**src/rtl/cfgdma_pkg.sv**
```systemverilog
// Shared constants and types for the configuration copy engine.
// Assumes 64-bit byte addresses and 32-bit memory words.
package cfgdma_pkg;
    localparam int ADDR_W  = 64;
    localparam int WORD_W  = 32;
    localparam int KEY_W   = 16;
    localparam int LEN_W   = 32;

    // Command word bit positions (software-visible, fixed)
    localparam int CTL_ERR_BIT  = 0;
    localparam int CTL_RD_BIT   = 1;
    localparam int CTL_SKIP_BIT = 2;
    localparam int CTL_SEL_BIT  = 3;
    localparam int CTL_KEY_LSB  = 16;

    typedef enum logic [2:0] {
        S_IDLE,
        S_FETCH,
        S_DECODE,
        S_COPY,
        S_STAT
    } eng_state_t;
endpackage

```
**src/rtl/cfgdma_doorbell.sv**
```systemverilog
// Doorbell decode: collects a 64-bit record address from a full write or
// two 32-bit halves and raises a start strobe. Assumes the strobe is
// consumed in the same cycle whenever busy_i is low.
module cfgdma_doorbell
    import cfgdma_pkg::*;
(
    input  logic              clk,
    input  logic              rst_n,
    input  logic              wr_i,
    input  logic [2:0]        off_i,
    input  logic [3:0]        size_i,
    input  logic [ADDR_W-1:0] wdata_i,
    input  logic              busy_i,
    output logic              trig_o,
    output logic [ADDR_W-1:0] trig_addr_o
);
    localparam int HALF = ADDR_W / 2;

    logic [ADDR_W-1:0] addr_q;
    logic hi_wr, lo_wr, full_wr;

    // Classify the incoming write by offset and size
    always_comb begin
        hi_wr   = wr_i && !busy_i && (off_i == 3'd0) && (size_i == 4'd4);
        lo_wr   = wr_i && !busy_i && (off_i == 3'd4) && (size_i == 4'd4);
        full_wr = wr_i && !busy_i && (off_i == 3'd0) && (size_i == 4'd8);
        trig_o  = lo_wr || full_wr;
        trig_addr_o = full_wr ? wdata_i
                              : (addr_q | {{HALF{1'b0}}, wdata_i[HALF-1:0]});
    end

    // Hold the pending address; clear it once a transfer is launched
    always_ff @(posedge clk) begin
        if (!rst_n)       addr_q <= '0;
        else if (hi_wr)   addr_q <= {wdata_i[HALF-1:0], {HALF{1'b0}}};
        else if (trig_o)  addr_q <= '0;
    end


    addr_clear_chk: assert property (@(posedge clk) disable iff (!rst_n)
        trig_o |=> (addr_q == '0));


    hi_load_chk: assert property (@(posedge clk) disable iff (!rst_n)
        hi_wr |=> (addr_q[HALF-1:0] == '0));
endmodule

```
**src/rtl/cfgdma_item_rom.sv**
```systemverilog
// Computed item store: returns length, a no-data flag and the byte at a
// given cursor for the selected key. Purely combinational; key 0 is the
// capability item, keys 1..NUM_ITEMS-1 hold a computed byte pattern.
module cfgdma_item_rom
    import cfgdma_pkg::*;
#(
    parameter int unsigned NUM_ITEMS = 6,
    parameter int unsigned LEN_STEP  = 3,
    parameter bit          DMA_EN    = 1'b1
)
(
    input  logic [KEY_W-1:0] key_i,
    input  logic [LEN_W-1:0] off_i,
    output logic [LEN_W-1:0] len_o,
    output logic             nodata_o,
    output logic [7:0]       byte_o
);
    localparam logic [LEN_W-1:0] CAP_LEN  = 32'd4;
    localparam logic [7:0]       CAP_BYTE = {6'b0, DMA_EN, 1'b1};

    logic       is_cap, valid;
    logic [7:0] mix;

    // Derive item length, availability and the addressed byte
    always_comb begin
        is_cap   = (key_i == '0);
        valid    = (32'(key_i) < NUM_ITEMS);
        len_o    = !valid ? '0
                 : is_cap ? CAP_LEN
                 : 32'((32'(key_i) - 32'd1) * LEN_STEP);
        nodata_o = !valid || (off_i >= len_o);
        mix      = key_i[7:0] * 8'd37 + off_i[7:0];
        byte_o   = is_cap ? ((off_i == 32'd3) ? CAP_BYTE : 8'h00) : mix;
    end
endmodule

```
**src/rtl/cfgdma_seq.sv**
```systemverilog
// Transfer sequencer: fetches the 16-byte record, applies the selection,
// runs the copy or skip loop against the item store and writes the
// completion word. Assumes a memory slave that holds mem_ready for one
// cycle per accepted beat.
module cfgdma_seq
    import cfgdma_pkg::*;
(
    input  logic              clk,
    input  logic              rst_n,
    input  logic              trig_i,
    input  logic [ADDR_W-1:0] trig_addr_i,
    output logic              busy_o,
    output logic              mem_req_o,
    output logic              mem_we_o,
    output logic              mem_word_o,
    output logic [ADDR_W-1:0] mem_addr_o,
    output logic [WORD_W-1:0] mem_wdata_o,
    input  logic              mem_ready_i,
    input  logic [WORD_W-1:0] mem_rdata_i,
    input  logic              mem_err_i,
    output logic [KEY_W-1:0]  key_o,
    output logic [LEN_W-1:0]  off_o,
    input  logic [LEN_W-1:0]  rom_len_i,
    input  logic              rom_nodata_i,
    input  logic [7:0]        rom_byte_i
);
    eng_state_t        st_q;
    logic [1:0]        beat_q;
    logic [ADDR_W-1:0] base_q, dst_q;
    logic [LEN_W-1:0]  rem_q, off_q;
    logic [KEY_W-1:0]  key_q, selkey_q;
    logic              sel_q, rd_q, sk_q, err_q;
    logic [LEN_W-1:0]  avail, chunk;

    assign busy_o = (st_q != S_IDLE);
    assign key_o  = key_q;
    assign off_o  = off_q;

    // Bytes a skip may consume from the current item
    always_comb begin
        avail = rom_nodata_i ? '0 : (rom_len_i - off_q);
        chunk = (rem_q < avail) ? rem_q : avail;
    end

    // Drive the memory request for the current state
    always_comb begin
        mem_req_o   = 1'b0;
        mem_we_o    = 1'b0;
        mem_word_o  = 1'b1;
        mem_addr_o  = base_q;
        mem_wdata_o = '0;
        case (st_q)
            S_FETCH: begin
                mem_req_o  = 1'b1;
                mem_addr_o = base_q + 64'({beat_q, 2'b00});
            end
            S_COPY: begin
                if (rd_q && (rem_q != '0)) begin
                    mem_req_o   = 1'b1;
                    mem_we_o    = 1'b1;
                    mem_word_o  = 1'b0;
                    mem_addr_o  = dst_q;
                    mem_wdata_o = {24'b0, rom_nodata_i ? 8'h00 : rom_byte_i};
                end
            end
            S_STAT: begin
                mem_req_o   = 1'b1;
                mem_we_o    = 1'b1;
                mem_wdata_o = 32'(err_q) << CTL_ERR_BIT;
            end
            default: ;
        endcase
    end

    // Sequence state, record fields, cursor and loop counters
    always_ff @(posedge clk) begin
        if (!rst_n) begin
            st_q     <= S_IDLE;
            beat_q   <= '0;
            base_q   <= '0;
            dst_q    <= '0;
            rem_q    <= '0;
            off_q    <= '0;
            key_q    <= '0;
            selkey_q <= '0;
            sel_q    <= 1'b0;
            rd_q     <= 1'b0;
            sk_q     <= 1'b0;
            err_q    <= 1'b0;
        end else begin
            case (st_q)
                S_IDLE: begin
                    if (trig_i) begin
                        base_q <= trig_addr_i;
                        beat_q <= '0;
                        err_q  <= 1'b0;
                        st_q   <= S_FETCH;
                    end
                end
                S_FETCH: begin
                    if (mem_ready_i) begin
                        if (mem_err_i) begin
                            err_q <= 1'b1;
                            st_q  <= S_STAT;
                        end else begin
                            beat_q <= beat_q + 2'd1;
                            case (beat_q)
                                2'd0: begin
                                    selkey_q <= mem_rdata_i[CTL_KEY_LSB +: KEY_W];
                                    sel_q    <= mem_rdata_i[CTL_SEL_BIT];
                                    rd_q     <= mem_rdata_i[CTL_RD_BIT];
                                    sk_q     <= mem_rdata_i[CTL_SKIP_BIT]
                                                && !mem_rdata_i[CTL_RD_BIT];
                                end
                                2'd1: rem_q <= mem_rdata_i;
                                2'd2: dst_q[ADDR_W-1:WORD_W] <= mem_rdata_i;
                                default: begin
                                    dst_q[WORD_W-1:0] <= mem_rdata_i;
                                    st_q <= S_DECODE;
                                end
                            endcase
                        end
                    end
                end
                S_DECODE: begin
                    if (sel_q) begin
                        key_q <= selkey_q;
                        off_q <= '0;
                    end
                    if (!rd_q && !sk_q) rem_q <= '0;
                    st_q <= S_COPY;
                end
                S_COPY: begin
                    if (rem_q == '0) begin
                        st_q <= S_STAT;
                    end else if (rd_q) begin
                        if (mem_ready_i) begin
                            if (mem_err_i) begin
                                err_q <= 1'b1;
                                st_q  <= S_STAT;
                            end else begin
                                dst_q <= dst_q + 64'd1;
                                rem_q <= rem_q - 32'd1;
                                if (!rom_nodata_i) off_q <= off_q + 32'd1;
                            end
                        end
                    end else begin
                        off_q <= off_q + chunk;
                        dst_q <= dst_q + 64'(rem_q);
                        rem_q <= '0;
                    end
                end
                S_STAT: begin
                    if (mem_ready_i) begin
                        err_q <= 1'b0;
                        st_q  <= S_IDLE;
                    end
                end
                default: st_q <= S_IDLE;
            endcase
        end
    end


    req_hold_chk: assert property (@(posedge clk) disable iff (!rst_n)
        (mem_req_o && !mem_ready_i) |=>
            (mem_req_o && $stable(mem_addr_o) && $stable(mem_wdata_o)));


    start_busy_chk: assert property (@(posedge clk) disable iff (!rst_n)
        (trig_i && st_q == S_IDLE) |=> (st_q == S_FETCH));


    rem_monotone_chk: assert property (@(posedge clk) disable iff (!rst_n)
        (st_q == S_COPY) |=> (rem_q <= $past(rem_q)));


    wr_abort_chk: assert property (@(posedge clk) disable iff (!rst_n)
        (st_q == S_COPY && mem_req_o && mem_ready_i && mem_err_i) |=>
            (st_q == S_STAT && err_q));


    fetch_abort_chk: assert property (@(posedge clk) disable iff (!rst_n)
        (st_q == S_FETCH && mem_ready_i && mem_err_i) |=>
            (st_q == S_STAT && err_q));


    stat_word_chk: assert property (@(posedge clk) disable iff (!rst_n)
        (mem_req_o && mem_we_o && mem_word_o) |->
            (mem_wdata_o[WORD_W-1:1] == '0 && mem_addr_o == base_q));
endmodule

```
**src/rtl/cfgdma_engine.sv**
```systemverilog
// Top of the configuration copy engine: doorbell decode, transfer
// sequencer and computed item store. Assumes one outstanding memory beat.
module cfgdma_engine
    import cfgdma_pkg::*;
#(
    parameter int unsigned NUM_ITEMS = 6,
    parameter int unsigned LEN_STEP  = 3,
    parameter bit          DMA_EN    = 1'b1
)
(
    input  logic        clk,
    input  logic        rst_n,
    input  logic        db_wr,
    input  logic [2:0]  db_off,
    input  logic [3:0]  db_size,
    input  logic [63:0] db_wdata,
    output logic        busy,
    output logic        mem_req,
    output logic        mem_we,
    output logic        mem_word,
    output logic [63:0] mem_addr,
    output logic [31:0] mem_wdata,
    input  logic        mem_ready,
    input  logic [31:0] mem_rdata,
    input  logic        mem_err
);
    logic              trig;
    logic [ADDR_W-1:0] trig_addr;
    logic [KEY_W-1:0]  key;
    logic [LEN_W-1:0]  off, rom_len;
    logic              rom_nodata;
    logic [7:0]        rom_byte;

    cfgdma_doorbell u_db (
        .clk(clk), .rst_n(rst_n), .wr_i(db_wr), .off_i(db_off),
        .size_i(db_size), .wdata_i(db_wdata), .busy_i(busy),
        .trig_o(trig), .trig_addr_o(trig_addr)
    );

    cfgdma_seq u_seq (
        .clk(clk), .rst_n(rst_n), .trig_i(trig), .trig_addr_i(trig_addr),
        .busy_o(busy), .mem_req_o(mem_req), .mem_we_o(mem_we),
        .mem_word_o(mem_word), .mem_addr_o(mem_addr), .mem_wdata_o(mem_wdata),
        .mem_ready_i(mem_ready), .mem_rdata_i(mem_rdata), .mem_err_i(mem_err),
        .key_o(key), .off_o(off), .rom_len_i(rom_len),
        .rom_nodata_i(rom_nodata), .rom_byte_i(rom_byte)
    );

    cfgdma_item_rom #(
        .NUM_ITEMS(NUM_ITEMS), .LEN_STEP(LEN_STEP), .DMA_EN(DMA_EN)
    ) u_rom (
        .key_i(key), .off_i(off), .len_o(rom_len),
        .nodata_o(rom_nodata), .byte_o(rom_byte)
    );
endmodule

```
**config.mk**
```make
export PLATFORM = sky130hd
export DESIGN_NAME = cfgdma_engine
export DESIGN_NICKNAME = d
export VERILOG_FILES = /design/src/rtl/cfgdma_pkg.sv /design/src/rtl/cfgdma_doorbell.sv /design/src/rtl/cfgdma_item_rom.sv /design/src/rtl/cfgdma_seq.sv /design/src/rtl/cfgdma_engine.sv
export SDC_FILE = /design/constraint.sdc
export NUM_CORES = 1
export LEC_CHECK = 0
export BUFFER_PORTS_ARGS = -buffer_cell sky130_fd_sc_hd__buf_2
export CELL_PAD_IN_SITES_DETAIL_PLACEMENT = 0
export CELL_PAD_IN_SITES_GLOBAL_PLACEMENT = 1
export CORE_MARGIN = 3
export CORE_UTILIZATION = 41
export DETAILED_ROUTE_END_ITERATION = 10
export GPL_TIMING_DRIVEN = 0
export HOLD_SLACK_MARGIN = 0.03
export PLACE_DENSITY_LB_ADDON = 0.12
export SLEW_MARGIN = 15
export SYNTH_ARGS = -nofsm -noshare
export SYNTH_HDL_FRONTEND = slang
export SYNTH_SLANG_ARGS = --single-unit
```
**constraint.sdc**
```tcl
create_clock -name clk -period 9.3 [get_ports clk]
set_input_delay 0.465 -clock clk [delete_from_list [all_inputs] [get_ports clk]]
set_output_delay 0.465 -clock clk [all_outputs]
set_load 0.01 [all_outputs]
```
Word-level counts from Yosys, hierarchy flattened
Index checks and enable logic that the tools add are counted.
{"block": "totals", "wordCells": 165, "output_inout_bits": 100, "reg_bits": 265}
{"block": "classes", "mux": 65, "n_eq_ne": 28, "magnitude_cmp": 3, "bitwise": 2, "n_reduce_logical": 41, "mul": 2, "addsub": 10}
{"operator": "32-bit 2-to-1 mux", "n": 20}
{"operator": "64-bit 2-to-1 mux", "n": 10}
{"operator": "64-bit case mux with 2 select lines", "n": 2}
{"operator": "32-bit case mux with 2 select lines", "n": 2}
{"operator": "32-bit case mux with 3 select lines", "n": 1}
{"operator": "64-bit by 1-bit adder with 64-bit output, second input constant", "n": 1}
{"operator": "64-bit by 32-bit adder with 64-bit output", "n": 1}
{"operator": "64-bit by 4-bit adder with 64-bit output", "n": 1}
{"operator": "64-bit by 32-bit bitwise OR with 64-bit output", "n": 1}
{"operator": "32-bit by 1-bit adder with 32-bit output, second input constant", "n": 1}
{"operator": "32-bit adder", "n": 1}
{"operator": "32-bit by 2-bit == test with 1-bit output, second input constant", "n": 1}
{"operator": "32-bit >= comparator", "n": 1}
{"operator": "32-bit logical NOT", "n": 1}
{"operator": "32-bit less-than comparator", "n": 1}
{"operator": "32-bit by 2-bit multiplier with 32-bit output, second input constant", "n": 1}
{"operator": "32-bit nonzero test", "n": 1}
{"operator": "32-bit by 1-bit subtractor with 32-bit output, second input constant", "n": 1}
{"operator": "32-bit subtractor", "n": 1}
{"operator": "3-bit 2-to-1 mux", "n": 9}
{"operator": "8-bit 2-to-1 mux", "n": 3}
{"operator": "7-bit AND reduction", "n": 3}
{"operator": "16-bit by 1-bit subtractor with 17-bit output, second input constant", "n": 1}
{"operator": "16-bit logical NOT", "n": 1}
{"operator": "38 further kinds", "n": 85}

Logic depth before layout (Yosys ltp)
{"block": "logic_depth", "ltp_word": 13, "ltp_mapped": 50}

By module
From an unflattened synthesis, not the netlist that was laid out.
{"block": "hier_totals", "cells_unflattened": 3291, "area_unflattened_um2": 23849.1}
{"mod": "cfgdma_seq", "seq_area_each_um2": 4664.5, "cells_per_inst": 2684, "n_inst": 1, "area_each_um2": 18970.7}
{"mod": "cfgdma_item_rom", "seq_area_each_um2": 0.0, "cells_per_inst": 390, "n_inst": 1, "area_each_um2": 2907.8}
{"mod": "cfgdma_doorbell", "seq_area_each_um2": 640.6, "cells_per_inst": 217, "n_inst": 1, "area_each_um2": 1970.6}

Worst setup path after synthesis
OpenSTA, ideal clock, no wires.
{"block": "synth_path", "kind": "register to register", "from": "register u_seq.key_q[0] (netlist: u_seq.key_o[0])", "to": "register u_seq.off_q[30] (netlist: u_seq.off_o[30])", "required_ns": 9.178, "path_buffers": 5, "setup_ns": 0.122, "arrival_time_ns": 9.299, "period_less_slack_ns": 9.421, "slack_ns": -0.121, "stages_incl_launch_ff": 46, "cell_sequence": "dfxtp_1 inv_1 ha_1 xor2_1 fa_1 a21o_1 a21oi_1 o21bai_1 a21oi_1 o21bai_1 a211oi_1 o31ai_1 a21o_1 a21oi_1 nor2_1 ha_1 clkbuf_1 a21oi_1 (+10 left out) a31o_2 a2111oi_0 nor3_1 a211oi_1 buf_2 buf_2 nor2_1 a21oi_1 nor2_1 ha_1 a21o_1 a21o_1 or3_1 o211ai_1 o221ai_1 a311oi_1 o31ai_1 a221o_1"}
{"block": "synth_via", "elab_chain_len": 13, "elab_cells_between_ends": 19}
{"item": "from (decl)", "line_no": "cfgdma_seq.sv:31", "text": "logic [KEY_W-1:0] key_q, selkey_q;"}
{"item": "from (signal assigned)", "line_no": "cfgdma_seq.sv:127", "text": "key_q <= selkey_q;"}
{"item": "16-bit by 1-bit subtractor with 17-bit output", "line_no": "cfgdma_item_rom.sv:30", "text": ": 32'((32'(key_i) - 32'd1) * LEN_STEP);"}
{"item": "32-bit by 2-bit multiplier with 32-bit output", "line_no": "cfgdma_item_rom.sv:30"}
{"item": "32-bit 2-to-1 mux", "line_no": "cfgdma_item_rom.sv:29", "text": ": is_cap ? CAP_LEN"}
{"item": "32-bit 2-to-1 mux", "line_no": "cfgdma_item_rom.sv:28", "text": "len_o = !valid ? '0"}
{"item": "32-bit >= comparator", "line_no": "cfgdma_item_rom.sv:31", "text": "nodata_o = !valid || (off_i >= len_o);"}
{"item": "1-bit logical OR", "line_no": "cfgdma_item_rom.sv:31"}
{"item": "32-bit 2-to-1 mux", "line_no": "cfgdma_seq.sv:41", "text": "avail = rom_nodata_i ? '0 : (rom_len_i - off_q);"}
{"item": "32-bit less-than comparator", "line_no": "cfgdma_seq.sv:42", "text": "chunk = (rem_q < avail) ? rem_q : avail;"}
{"item": "32-bit 2-to-1 mux", "line_no": "cfgdma_seq.sv:42"}
{"item": "32-bit adder", "line_no": "cfgdma_seq.sv:148", "text": "off_q <= off_q + chunk;"}
{"item": "32-bit 2-to-1 mux", "line_no": "cfgdma_seq.sv:136", "text": "end else if (rd_q) begin"}
{"item": "32-bit 2-to-1 mux", "line_no": "cfgdma_seq.sv:134", "text": "if (rem_q == '0) begin"}
{"item": "32-bit case mux with 2 select lines", "line_no": "cfgdma_seq.sv:91", "text": "case (st_q)"}
{"item": "to (signal assigned)", "line_no": "cfgdma_seq.sv:144", "text": "if (!rom_nodata_i) off_q <= off_q + 32'd1;"}
{"item": "to (signal assigned)", "line_no": "cfgdma_seq.sv:148"}
{"item": "to (decl)", "line_no": "cfgdma_seq.sv:30", "text": "logic [LEN_W-1:0] rem_q, off_q;"}
Several ways; a longest one is shown, not always the timed one. The select of a mux whose other input is x is not followed.
A chain may end at the register's enable or synchronous reset.

Worst setup path after layout
{"block": "layout_path", "from": "register u_seq.key_q[4] (netlist: u_seq.key_o[4])", "to": "register u_seq.off_q[30] (netlist: u_seq.off_o[30])"}
The elaborated chain is that of the path after synthesis.

==> flow_metrics.env <==
export IMPL_status="finished with violations"
export IMPL_violations="setup timing"
export IMPL_synth_simple_gate_area_share_pct=25.0
export IMPL_highest_layer="met4"
export IMPL_arrival_ns=10.07
export IMPL_gr_total_overflow=0
export IMPL_gp_congestion=0.978
export IMPL_cts_tree="yes"
export IMPL_dr_pass1_iters=6
export IMPL_synth_edf_count=0
export IMPL_die_area_um2=59600
export IMPL_ctsHoldBuffers=0
export IMPL_grtUsageTotal_pct=35.0
export IMPL_hold_path_class="in -> reg"
export IMPL_yosys_warnings=0
export IMPL_start_util_pct=41.8
export IMPL_synth_area_per_cell_um2=7.36
export IMPL_synth_area_um2=23200
export IMPL_fmax_mhz=104
export IMPL_cpMostUsedCell="buf_4"
export IMPL_netlist_instances=3157
export IMPL_drt_iter0_drc=2797
export IMPL_cts_num_sinks=265
export IMPL_met3_length_um=8270
export IMPL_die_h_um=244
export IMPL_clock_latency_ns=0.57
export IMPL_layout_common_cells="461 x nand2_1, 257 x dfxtp_1, 212 x buf_2"
export IMPL_drt_wirelength_per_cell_um=25.8
export IMPL_grt_max_degree=15
export IMPL_min_period_ns=9.62
export IMPL_post_dp_hpwl_um=84900
export IMPL_cp_start_kind="register"
export IMPL_die_w_um=244
export IMPL_cap_violations=0
export IMPL_min_period_over_period_pct=103
export IMPL_synth_xor_area_share_pct=3.92
export IMPL_p_per_area_nw_per_um2=96.3
export IMPL_num_nets_final=3778
export IMPL_worst_path_largest_cell_delay_ns=0.42
export IMPL_ys_seq_area_share_pct=22.8
export IMPL_holdWs_ns=0.172
export IMPL_ant_nets=0
export IMPL_grt_pass1_wl_um=159000
export IMPL_leakagePower_nw=12.1
export IMPL_numCtsBuffers=34
export IMPL_wirelength_um=110000
export IMPL_root_buffer="clkbuf_16"
export IMPL_crit_fanout=8
export IMPL_rsz0062_at_grt="yes"
export IMPL_clock_path_buffers=3
export IMPL_drive_above_1_share_pct=18.3
export IMPL_critPathKind="reg -> reg"
export IMPL_cp_slowest_cell="a221o_2"
export IMPL_dominantRegCellSynth="dfxtp_1"
export IMPL_dr_wl_met2_um=49600
export IMPL_finalMaxSlewViolations=0
export IMPL_critPathCaptureType="register"
export IMPL_synth_seq_cells=265
export IMPL_synthMuxAreaShare_pct=1.99
export IMPL_drt_met1_wl_um=45000
export IMPL_synthAdderAreaFrac_pct=10.0
export IMPL_area_growth_pct=22.1
export IMPL_setup_viol=18
export IMPL_rows=86
export IMPL_h_tree_depth=2
export IMPL_totalNegativeSetupSlack_ns=-2.84
export IMPL_async_flop_share_pct=0
export IMPL_vias=26500
export IMPL_tightestPinTransition_ns=1.31
export IMPL_ios=208
export IMPL_pre_cts_ws_ns=-3.08
export IMPL_synth_top_family_by_area="compound AO/OA/AOI/OAI gates"
export IMPL_ys_types=93
export IMPL_grt_pass1_vias=25100
export IMPL_io_buffers=182
export IMPL_antenna_found_initial=2
export IMPL_core_area_um2=55600
export IMPL_max_vdd_ir_drop_v=0.000124
export IMPL_clock_skew_final_ns=0.0160
export IMPL_worstPathRequired_ns=9.74
export IMPL_route_detailed_drc=0
export IMPL_final_common_cell="nand2_1"
export IMPL_hold_violations=0
export IMPL_routed_via_density=6.22
export IMPL_maxSlewHeadroom_pct=12.6
export IMPL_path_clk_slew_ns=0.06
export IMPL_synth_compound_area_share_pct=30.2
export IMPL_setup_slack_ns=-0.325
cell usage after synthesis, types with 34 or more instances:
cell type	instances	share of area, %
ha_1	170	9.1
buf_2	34	0.73
o21ai_0	165	3.6
o22ai_1	37	1.0
clkbuf_1	147	2.4
xnor2_1	55	2.1
nor3_1	96	2.1
a21o_1	70	2.3
nand3_1	84	1.8
a21boi_0	112	3.6
a211oi_1	46	1.5
nor2_1	224	3.6
xor2_1	49	1.8
nand2_1	472	7.6
o211a_1	42	1.8
mux2i_1	45	1.9
nor2b_1	73	2.0
a21oi_1	206	4.4
and3_1	49	1.3
dfxtp_1	265	23
o21a_1	56	1.8
inv_1	101	1.6
a31oi_1	34	0.91
layer usage:
layer | vias up | track usage [%]
li1 | 12200 | -
met5 | - | 0
met4 | 0 | 18.6
met2 | 1285 | 56.8
met3 | 327 | 5.79
met1 | 12800 | 44.4
final cells by class:
cell class | instances | area [um2]
Antenna cell | 1 | 2.50
Tap cell | 748 | 936
Fill cell | 5672 | 27200
Inverter | 102 | 395
Buffer | 218 | 1050
Multi-Input combinational cell | 2588 | 17800
Clock buffer | 51 | 1080
Timing Repair Buffer | 281 | 1690
Sequential cell | 265 | 5330
Clock inverter | 11 | 134
worst max-delay path, delay by kind of cell, from the launching register on:
family	cells	cell delay, ns
AO/OA/AOI/OAI	20	4.38
XOR/XNOR	3	0.50
adder cells (fa/ha/maj)	5	1.53
buffers and inverters	7	1.05
flip-flops	1	0.36
AND/OR/NAND/NOR	10	1.69
through the flow:
| stage | cell area, um2 | total power (W) | cells | utilization, % |
|---|---|---|---|---|
| after floorplan | 23400 | 0.00122 | 3180 | - |
| after global placement | 25200 | 0.00130 | 4110 | 45.3 |
| after detailed placement | 25200 | 0.00130 | 4112 | 45.4 |
| after CTS | 27800 | 0.00274 | 4240 | 49.9 |
| after global routing | 28400 | 0.00279 | 4264 | 51.0 |
| final | 28400 | 0.00274 | 4265 | 51.0 |
state kept, by name, indices dropped and copies added (netlist names):
| signal | cells |
|---|---|
| u_seq.sk_q | 1 |
| u_seq.off_o | 32 |
| u_seq.st_q | 3 |
| u_seq.beat_q | 2 |
| u_seq.rem_q | 32 |
| u_seq.selkey_q | 16 |
| u_seq.err_q | 1 |
| u_db.addr_q | 32 |
| u_seq.dst_q | 64 |
| u_seq.rd_q | 1 |
| u_seq.key_o | 16 |
| u_seq.base_q | 64 |
| u_seq.sel_q | 1 |
cell families after synthesis:
kind of cell	after synthesis
simple gates	1213
compound gates	1021
buf+inv	327
flops	265
fa+ha+maj	180
xor+xnor	104
mux	46
other cells	1
worst paths after layout:
check               startpoint              end  slack (ns)  cells after the start
max             u_seq.key_o[4]  u_seq.off_o[30]       -0.32                     45
max reg2reg     u_seq.key_o[4]  u_seq.off_o[30]       -0.32                     45
min                db_wdata[4]  u_db.addr_q[36]        0.17                      3
min reg2reg  u_seq.selkey_q[0]   u_seq.key_o[0]        0.46                      2
power breakdown:
part	switching [W]	internal (W)
logic	0.0000968	0.0000470
registers	0.00000278	0.00114
clock network	0.000592	0.000861
total	0.000692	0.00204
what timing repair did:
item,4_1_cts,5_1_grt
setup buffers,71,27
gates cloned,0,0
gates resized for setup,194,84
setup endpoints to repair,32,27
pin swaps,110,65
(Power assumes the default switching activity.)
